<file path="src/rtl/ilv_pkg.sv">
package ilv_pkg;
  // strobes from control to datapath for one cycle
  typedef struct packed {
    logic issue;    // start an access in issue bank
    logic pop;      // hand out the word of the pop bank
    logic popLast;  // that word ends the burst
    logic write;    // store the write-port word
  } ctlStrobes_t;
endpackage

</file>
<file path="src/rtl/ilv_bank.sv">
module ilv_bank #(
  parameter int M = 4,
  parameter int W = 16,
  parameter int L = 4
) (
  input  logic         clk,
  input  logic         rst,
  input  logic         wrEn,
  input  logic [M-1:0] wrRow,
  input  logic [W-1:0] wrData,
  input  logic         start,
  input  logic [M-1:0] row,
  input  logic         pop,
  output logic         idle,
  output logic         full,
  output logic [W-1:0] data
);
  localparam int DEPTH = 1 << M;
  localparam int CW = $clog2(L + 1);

  logic [W-1:0]  mem [DEPTH];
  logic [M-1:0]  addrReg;
  logic [W-1:0]  dataReg;
  logic [CW-1:0] cnt;

  always_ff @(posedge clk) begin
    if (wrEn) mem[wrRow] <= wrData;
  end

  always_ff @(posedge clk) begin
    if (rst) begin
      addrReg <= '0;
      dataReg <= '0;
      cnt     <= '0;
      full    <= 1'b0;
    end else begin
      if (start) begin
        addrReg <= row;
        cnt     <= CW'(L);
      end else if (cnt != '0) begin
        cnt <= cnt - 1'b1;
      end
      if (cnt == CW'(1)) begin
        dataReg <= mem[addrReg];
        full    <= 1'b1;
      end else if (pop) begin
        full <= 1'b0;
      end
    end
  end

  assign idle = (cnt == '0) && !full;
  assign data = dataReg;
endmodule

</file>
<file path="src/rtl/ilv_datapath.sv">
module ilv_datapath
  import ilv_pkg::*;
#(
  parameter int K = 2,
  parameter int M = 4,
  parameter int W = 16,
  parameter int L = 4
) (
  input  logic             clk,
  input  logic             rst,
  input  ctlStrobes_t      stb,
  input  logic [K-1:0]     issueBank,
  input  logic [M-1:0]     issueRow,
  input  logic [K-1:0]     popBank,
  input  logic [K+M-1:0]   wrAddr,
  input  logic [W-1:0]     wrData,
  output logic [(1<<K)-1:0] bankIdle,
  output logic [(1<<K)-1:0] bankFull,
  output logic             outValid,
  output logic             outLast,
  output logic [W-1:0]     outData
);
  localparam int N = 1 << K;

  logic [W-1:0] bankData [N];

  for (genvar i = 0; i < N; i++) begin : g_bank
    ilv_bank #(.M(M), .W(W), .L(L)) bank (
      .clk    (clk),
      .rst    (rst),
      .wrEn   (stb.write && (wrAddr[K-1:0] == K'(i))),
      .wrRow  (wrAddr[K+M-1:K]),
      .wrData (wrData),
      .start  (stb.issue && (issueBank == K'(i))),
      .row    (issueRow),
      .pop    (stb.pop && (popBank == K'(i))),
      .idle   (bankIdle[i]),
      .full   (bankFull[i]),
      .data   (bankData[i])
    );
  end

  always_ff @(posedge clk) begin
    if (rst) begin
      outValid <= 1'b0;
      outLast  <= 1'b0;
      outData  <= '0;
    end else begin
      outValid <= stb.pop;
      outLast  <= stb.popLast;
      if (stb.pop) outData <= bankData[popBank];
    end
  end
endmodule

</file>
<file path="src/rtl/ilv_control.sv">
module ilv_control
  import ilv_pkg::*;
#(
  parameter int K = 2,
  parameter int M = 4,
  parameter int MAXLEN = 16
) (
  input  logic              clk,
  input  logic              rst,
  input  logic              reqValid,
  input  logic [K+M-1:0]    reqAddr,
  input  logic [$clog2(MAXLEN+1)-1:0] reqLen,
  input  logic              wrEn,
  input  logic [(1<<K)-1:0] bankIdle,
  input  logic [(1<<K)-1:0] bankFull,
  output ctlStrobes_t       stb,
  output logic [K-1:0]      issueBank,
  output logic [M-1:0]      issueRow,
  output logic [K-1:0]      popBank,
  output logic              reqReady
);
  localparam int AW = K + M;
  localparam int LW = $clog2(MAXLEN + 1);

  logic          active;
  logic [AW-1:0] issAddr;
  logic [LW-1:0] issLeft;
  logic [K-1:0]  rdBank;
  logic [LW-1:0] rdLeft;
  logic          lenOk;

  assign lenOk     = (reqLen != '0) && (reqLen <= LW'(MAXLEN));
  assign reqReady  = !active;
  assign issueBank = issAddr[K-1:0];
  assign issueRow  = issAddr[AW-1:K];
  assign popBank   = rdBank;

  always_comb begin
    stb.issue   = active && (issLeft != '0) && bankIdle[issueBank];
    stb.pop     = active && (rdLeft != '0) && bankFull[rdBank];
    stb.popLast = stb.pop && (rdLeft == LW'(1));
    stb.write   = wrEn && !active;
  end

  always_ff @(posedge clk) begin
    if (rst) begin
      active  <= 1'b0;
      issAddr <= '0;
      issLeft <= '0;
      rdBank  <= '0;
      rdLeft  <= '0;
    end else if (!active) begin
      if (reqValid && lenOk) begin
        active  <= 1'b1;
        issAddr <= reqAddr;
        issLeft <= reqLen;
        rdBank  <= reqAddr[K-1:0];
        rdLeft  <= reqLen;
      end
    end else begin
      if (stb.issue) begin
        issAddr <= issAddr + 1'b1;
        issLeft <= issLeft - 1'b1;
      end
      if (stb.pop) begin
        rdBank <= rdBank + 1'b1;
        rdLeft <= rdLeft - 1'b1;
      end
      if (stb.popLast) active <= 1'b0;
    end
  end
endmodule

</file>
<file path="src/rtl/ilv_read_ctrl.sv">
module ilv_read_ctrl
  import ilv_pkg::*;
#(
  parameter int K = 2,
  parameter int M = 4,
  parameter int W = 16,
  parameter int L = 4,
  parameter int MAXLEN = 16,
  localparam int AW = K + M,
  localparam int LW = $clog2(MAXLEN + 1)
) (
  input  logic          clk,
  input  logic          rst,
  input  logic          reqValid,
  input  logic [AW-1:0] reqAddr,
  input  logic [LW-1:0] reqLen,
  output logic          reqReady,
  input  logic          wrEn,
  input  logic [AW-1:0] wrAddr,
  input  logic [W-1:0]  wrData,
  output logic          outValid,
  output logic          outLast,
  output logic [W-1:0]  outData
);
  localparam int N = 1 << K;

  ctlStrobes_t  stb;
  logic [K-1:0] issueBank;
  logic [M-1:0] issueRow;
  logic [K-1:0] popBank;
  logic [N-1:0] bankIdle;
  logic [N-1:0] bankFull;

  ilv_control #(.K(K), .M(M), .MAXLEN(MAXLEN)) ctl (
    .clk(clk), .rst(rst), .reqValid(reqValid), .reqAddr(reqAddr),
    .reqLen(reqLen), .wrEn(wrEn), .bankIdle(bankIdle), .bankFull(bankFull),
    .stb(stb), .issueBank(issueBank), .issueRow(issueRow),
    .popBank(popBank), .reqReady(reqReady)
  );

  ilv_datapath #(.K(K), .M(M), .W(W), .L(L)) dp (
    .clk(clk), .rst(rst), .stb(stb), .issueBank(issueBank),
    .issueRow(issueRow), .popBank(popBank), .wrAddr(wrAddr),
    .wrData(wrData), .bankIdle(bankIdle), .bankFull(bankFull),
    .outValid(outValid), .outLast(outLast), .outData(outData)
  );
endmodule

</file>
<file path="config.mk">
export PLATFORM = sky130hd
export DESIGN_NAME = ilv_read_ctrl
export DESIGN_NICKNAME = d
export VERILOG_FILES = /design/src/rtl/ilv_pkg.sv /design/src/rtl/ilv_bank.sv /design/src/rtl/ilv_datapath.sv /design/src/rtl/ilv_control.sv /design/src/rtl/ilv_read_ctrl.sv
export SDC_FILE = /design/constraint.sdc
export NUM_CORES = 1
export LEC_CHECK = 0
export BUFFER_PORTS_ARGS = -buffer_cell sky130_fd_sc_hd__buf_2
export CAP_MARGIN = 20
export CORE_MARGIN = 1
export CORE_UTILIZATION = 45
export CTS_CLUSTER_DIAMETER = 50
export DETAILED_ROUTE_END_ITERATION = 10
export HOLD_SLACK_MARGIN = 0.12
export REMOVE_ABC_BUFFERS = 1
export SLEW_MARGIN = 30
export SYNTH_ARGS = -nofsm -noshare
export SYNTH_HDL_FRONTEND = slang
export SYNTH_SLANG_ARGS = --single-unit
</file>
<file path="constraint.sdc">
create_clock -name clk -period 5 [get_ports clk]
set_input_delay 1.25 -clock clk [delete_from_list [all_inputs] [get_ports clk]]
set_output_delay 1.25 -clock clk [all_outputs]
set_load 0.01 [all_outputs]
</file>
After elaboration in Yosys (flattened, before gate mapping)
Memory sizes are Yosys's and may differ from the RTL's. A register that Yosys moved wholly into a read port is not among the register bits.
Index checks and enable logic that the tools add are counted.
- word-level logic and storage cells: 160
- memories kept: 4
- input bits: 37
- output and inout port bits: 19
- register bits: 69
- RAM bits: 1024
- memory list (name ; depth ; width ; rd ports ; clocked after Yosys merged registers in ; write ports ; RTL line ; RTL):
    dp.g_bank[0].bank.mem ; 16 ; 16 ; 1 ; 1 ; 1 ; ilv_bank.sv:21 ; logic [W-1:0] mem [DEPTH];
    dp.g_bank[1].bank.mem ; 16 ; 16 ; 1 ; 1 ; 1 ; ilv_bank.sv:21 ;
    dp.g_bank[2].bank.mem ; 16 ; 16 ; 1 ; 1 ; 1 ; ilv_bank.sv:21 ;
    dp.g_bank[3].bank.mem ; 16 ; 16 ; 1 ; 1 ; 1 ; ilv_bank.sv:21 ;
- bitwise operators: 1
- add/sub/neg operators: 8
- $lt $le $gt $ge: 4
- eq/ne operators: 16
- reduce and logical (&&, ||, !) cells: 58
- muxes and demuxes: 45
- operator list (cell ; count):
    binary-select mux 16 bit (select 2 bit) ; 1
    2-to-1 mux 16 bit ; 2
    2-to-1 mux 5 bit ; 5
    logical AND 1 bit ; 24
    2-to-1 mux 3 bit ; 8
    2-to-1 mux 1 bit ; 21
    2-to-1 mux 6 bit ; 3
    nonzero test 2 bit ; 9
    nonzero test 5 bit ; 3
    == test 2 bit, second input constant ; 6
    == test 3 x 1 -> 1 bit, second input constant ; 4
    logical NOT 3 bit ; 4
    nonzero test 3 bit ; 4
    subtractor 3 x 1 -> 3 bit, second input constant ; 4
    subtractor 5 x 1 -> 5 bit, second input constant ; 2
    OR reduction 2 bit ; 4
    adder 6 x 1 -> 6 bit, second input constant ; 1
    == test 2 x 1 -> 1 bit, second input constant ; 3
    logical NOT 2 bit ; 3
    < comparator 2 x 3 -> 1 bit, second input constant ; 2
    2-to-1 mux 2 bit ; 3
    == test 5 x 1 -> 1 bit, second input constant ; 1
    <= comparator 5 bit, second input constant ; 1
    logical NOT 1 bit ; 5
    other kinds (6) ; 9

Depth between registers and ports, before layout
- depth after elaboration: 7
- mapped depth: 9
- mapped depth without buffers: 7

Hierarchy
Synthesis repeated with hierarchy kept, for this count alone.
- cell total of the unflattened synthesis: 2415
- area, all modules: 45472.4 um^2
- by module, submodules not included (module ; area each (um^2) ; seq. area each (um^2) ; times used ; cells each):
    ilv_bank ; 10714.0 ; 8167.8 ; 4 ; 527
    ilv_control ; 1373.8 ; 380.4 ; 1 ; 167
    ilv_datapath ; 1242.4 ; 360.3 ; 1 ; 140

Worst setup path before layout
Ideal clock, no wire load.
- kind: in2reg
- start: input port wrEn
- end: memory dp.g_bank[0].bank.mem[10][0] (enable)
- slack: 1926 ps
- setup time: 388 ps
- stages on the path: 5
- data required time: 4612 ps
- arrival time: 2686 ps
- buffers on the path: 2
- path through: nand2_1 or3_1 clkbuf_1 clkbuf_1 nor2_1
- cells in the longest elaborated chain, start to end: 4
- ends and longest elaborated chain (what ; RTL line ; RTL):
    start: declaration ; ilv_read_ctrl.sv:18 ; input logic wrEn,
    logical AND 1 bit ; ilv_control.sv:42 ; stb.write = wrEn && !active;
    logical AND 1 bit ; ilv_datapath.sv:31 ; .wrEn (stb.write && (wrAddr[K-1:0] == K'(i))),
    2-to-1 mux 1 bit ; ilv_bank.sv:27 ; if (wrEn) mem[wrRow] <= wrData;
    2-to-1 mux 1 bit (not written as such) ; ilv_bank.sv:27 ;
    end: declaration ; ilv_bank.sv:21 ;
No other way between the ends.

Worst setup path in the final report
- start: register ctl.active
- end: output port reqReady
- cells in the longest elaborated chain, start to end: 1
- ends and longest elaborated chain (what ; RTL line ; RTL):
    start: declaration ; ilv_control.sv:25 ; logic active;
    start signal: assignment ; ilv_control.sv:47 ; active <= 1'b0;
    start signal: assignment ; ilv_control.sv:54 ; active <= 1'b1;
    start signal: assignment ; ilv_control.sv:69 ; if (stb.popLast) active <= 1'b0;
    logical NOT 1 bit ; ilv_control.sv:33 ; assign reqReady = !active;
    end: declaration ; ilv_read_ctrl.sv:17 ; output logic reqReady,
No other way between the ends.

==> impl_metrics.json <==
{
  "post_cts.repair.setup_buffers": 0,
  "timing.critical_path.max_delay_family": "buffers and inverters",
  "synth_top_flop_cell": "sky130_fd_sc_hd__edfxtp_1",
  "power_frac_clock_pct": 42.9,
  "synthMostInstantiatedCell": "sky130_fd_sc_hd__edfxtp_1",
  "tritoncts": "yes",
  "final-hold-violation-count": 0,
  "initial_core_utilization_pct": 45.6,
  "fp.dieArea_sq_um": 99800,
  "synthTopCellsByArea": "sky130_fd_sc_hd__edfxtp_1 69%, sky130_fd_sc_hd__mux4_2 14%, sky130_fd_sc_hd__dfxtp_1 6.0%",
  "finClkSkew_ps": 20.0,
  "syn_to_final_growth_pct": 14.1,
  "clk_pin_slew_ps": 60,
  "finalPower_uw": 21200,
  "critical-path-max-stage-delay_ps": 610,
  "ctsLongestPathBuffers": 3,
  "design.final.nets": 2421,
  "arrival_ps": 2290,
  "irDropWorstVdd_v": 0.000305,
  "p_per_area_nw_per_um2": 419,
  "placeableCoreArea_sq_um": 97100,
  "routed-wl-met3_mm": 7.39,
  "endpoint_kind": "output pin",
  "timing_worst_setup_path_type": "reg2out",
  "drive_gt1_share_pct": 26.2,
  "fmaxAchievable_ghz": 0.283,
  "detail_route.iter0.violations": 2292,
  "antenna_violating_nets_left": 0,
  "placementRows": 114,
  "finalWorstPathRequiredPeriod_ps": 3540,
  "startpoint_type": "register",
  "grt_max_degree": 65,
  "maxCapViolCount": 0,
  "yosys_warnings": 0,
  "dr_total_vias": 21746,
  "synth.ff_latch_count": 1157,
  "power.switching_uw": 4680,
  "remaining_drc_errors": 0,
  "dp_hpwl_mm": 64.5,
  "status": "completed",
  "cts_buffers": 118,
  "combinationalPowerShare_pct": 5.1,
  "maximum_fanout_along_the_worst_path": 35,
  "final_design_area_no_fill_sq_um": 50600,
  "worst_hold_start": "dp.outData[9]$_SDFFE_PP0P_",
  "io_pins": 56,
  "synth_area_per_cell_sq_um": 20.1,
  "power.sequential.fraction_pct": 52.0,
  "port_buffers": 55,
  "antenna_violations_before_repair": 11,
  "grt_pass1_vias": 22327,
  "async_reset_ff_share_pct": 0,
  "post-synth-top-area-fraction_pct": 69.4,
  "synthesis.area_sq_um": 44300,
  "fp.dieH_microns": 316,
  "total_leakage_power_uw": 0.0157,
  "die_w_microns": 316,
  "cts.sinks": 1157,
  "r2r_start": "ctl.active$_SDFF_PP0_",
  "cellInternalPower_uw": 16500,
  "tightest_slew_ps": 945,
  "hold_path.class": "reg2reg",
  "drt-total-wl_mm": 104,
  "finalSetupTns_ps": 0,
  "slowest_stage": "sky130_fd_sc_hd__clkinv_1",
  "crit_path_start": "ctl.active$_SDFF_PP0_",
  "globalRouteOverflowTotal": 0,
  "switching_share_pct": 22.1,
  "wl_met1_mm": 45.1,
  "highest_layer": "met5",
  "setup-violations-final": 0,
  "cts.hold.buffers_added": 0,
  "post-route-period-util_pct": 70.8,
  "required_ps": 3750,
  "clock_tree.htree_level_count": 3,
  "routed-wl-met2_mm": 49.4,
  "sequential_element_share_of_the_synthesized_area_pct": 75.4,
  "cts_root_buf": "sky130_fd_sc_hd__clkbuf_16",
  "placement.cell_area_sq_um": 46500,
  "drt-vias-per-instance": 5.81,
  "grt_pass1_wl_mm": 153,
  "place_congestion": 0.840,
  "first_pass_iters": 7,
  "library_cell_with_the_largest_summed_area_after_synthesis": "sky130_fd_sc_hd__edfxtp_1",
  "wire_per_inst_microns": 27.8,
  "timing_max_transition_violations_final": 0,
  "critPathBufInv": 3,
  "postSynthCellCount": 2210,
  "gr-usage-all-layers_pct": 21.4,
  "critical_path.cell_chain": "buf_4 > clkinv_1 > buf_2",
  "yosysUniqueCellTypes": 54,
  "count_of_flip_flops_with_a_built_in_enable_after_synthesis": 1024,
  "rsz0062_at_grt": "false",
  "cts_resized": 0,
  "nFillCells": 7524,
  "max_slew_headroom_at_the_worst_pin_pct": 37.0,
  "clock_insertion_delay_worst_skew_ps": 700,
  "synth_common_cells": "1024 x sky130_fd_sc_hd__edfxtp_1, 273 x sky130_fd_sc_hd__mux4_2, 133 x sky130_fd_sc_hd__dfxtp_1"
}
[worst min-delay path, cell delays in order (launching register included)]
cell and delay, ps:
sky130_fd_sc_hd__dfxtp_1 310, sky130_fd_sc_hd__nand2_1 50, sky130_fd_sc_hd__a21oi_1 50
[state kept, by name, summed over array words and instances, names as in the netlist]
name,count
dp.g_bank.bank.mem,1024
dp.g_bank.bank.data,64
dp.g_bank.bank.addrReg,16
dp.outData,16
dp.g_bank.bank.cnt,12
ctl.issAddr,6
ctl.issLeft,5
ctl.rdLeft,5
dp.g_bank.bank.full,4
ctl.popBank,2
ctl.active,1
dp.outLast,1
dp.outValid,1
[per-layer routing]
layer | up-vias | global-route usage, %
li1 | 9348 | -
met1 | 11497 | 30.7
met2 | 734 | 33.7
met3 | 157 | 4.43
met4 | 10 | 5.27
met5 | - | 0
[cell usage in the layout, fill, tap and decap left out, drive strengths merged, types with 18 or more instances in the layout]
master,n
ha,23
a22oi,60
clkinv,38
buf,149
nand2,125
a21oi,40
inv,33
mux2i,90
mux4,273
dfxtp,133
o211ai,63
edfxtp,1024
bufinv,18
nor2,116
clkbuf,145
[power by group through the flow]
stage	clock [uW]	sequential, uW	combinational (uW)
final	9080	11000	1070
after global routing	9610	11000	1170
after CTS	9240	11000	1070
after floorplan	0	11000	650
after detailed placement	0	11200	1070
after global placement	0	11200	1010
[final cells by class]
type,instances,area (sq um),area share (%)
clock buffer,145,3100,6.12
clock inverter,77,955,1.89
sequential,1157,33400,66.1
antenna,2,5.00,0.00990
multi-input combinational,915,10400,20.6
tap,1276,1600,3.16
timing repair buffer,149,998,1.97
inverter,20,75.1,0.148
[path summary, 6_finish.rpt]
| path | end | slack [ps] | depth (start not counted) |
|---|---|---|---|
| setup / recovery | reqReady | 1460 | 3 |
| hold / removal | dp.outData[9]$_SDFFE_PP0P_ | 460 | 2 |
| setup reg to reg | dp.g_bank[0].bank.mem[2][12]$_DFFE_PP_ | 2000 | 6 |
| hold reg to reg | dp.outData[9]$_SDFFE_PP0P_ | 460 | 2 |
[logic make-up (layout without fill, tap and decap cells)]
logic type	after synthesis	count (layout)	share of synthesized area [%]
other	0	2	0
muxes	363	363	15.9
buffers and inverters	138	391	1.28
DFF	1157	1157	75.4
xor gates and xnor gates	8	8	0.158
AOI/OAI and AO/OA	199	199	3.33
and+or+nand+nor	322	322	3.28
adders and majority gates	23	23	0.649
[through the flow]
stage	hold WS, ps	utilization, %	cells	setup slack (ps)
after floorplan	431	-	2092	1170
after global placement	447	47.8	3517	1620
after detailed placement	454	47.9	3517	1630
after CTS	463	52.0	3739	1480
after global routing	479	52.0	3739	1330
final	461	52.1	3741	1460
Note: power is estimated with default switching activity, not from simulation.
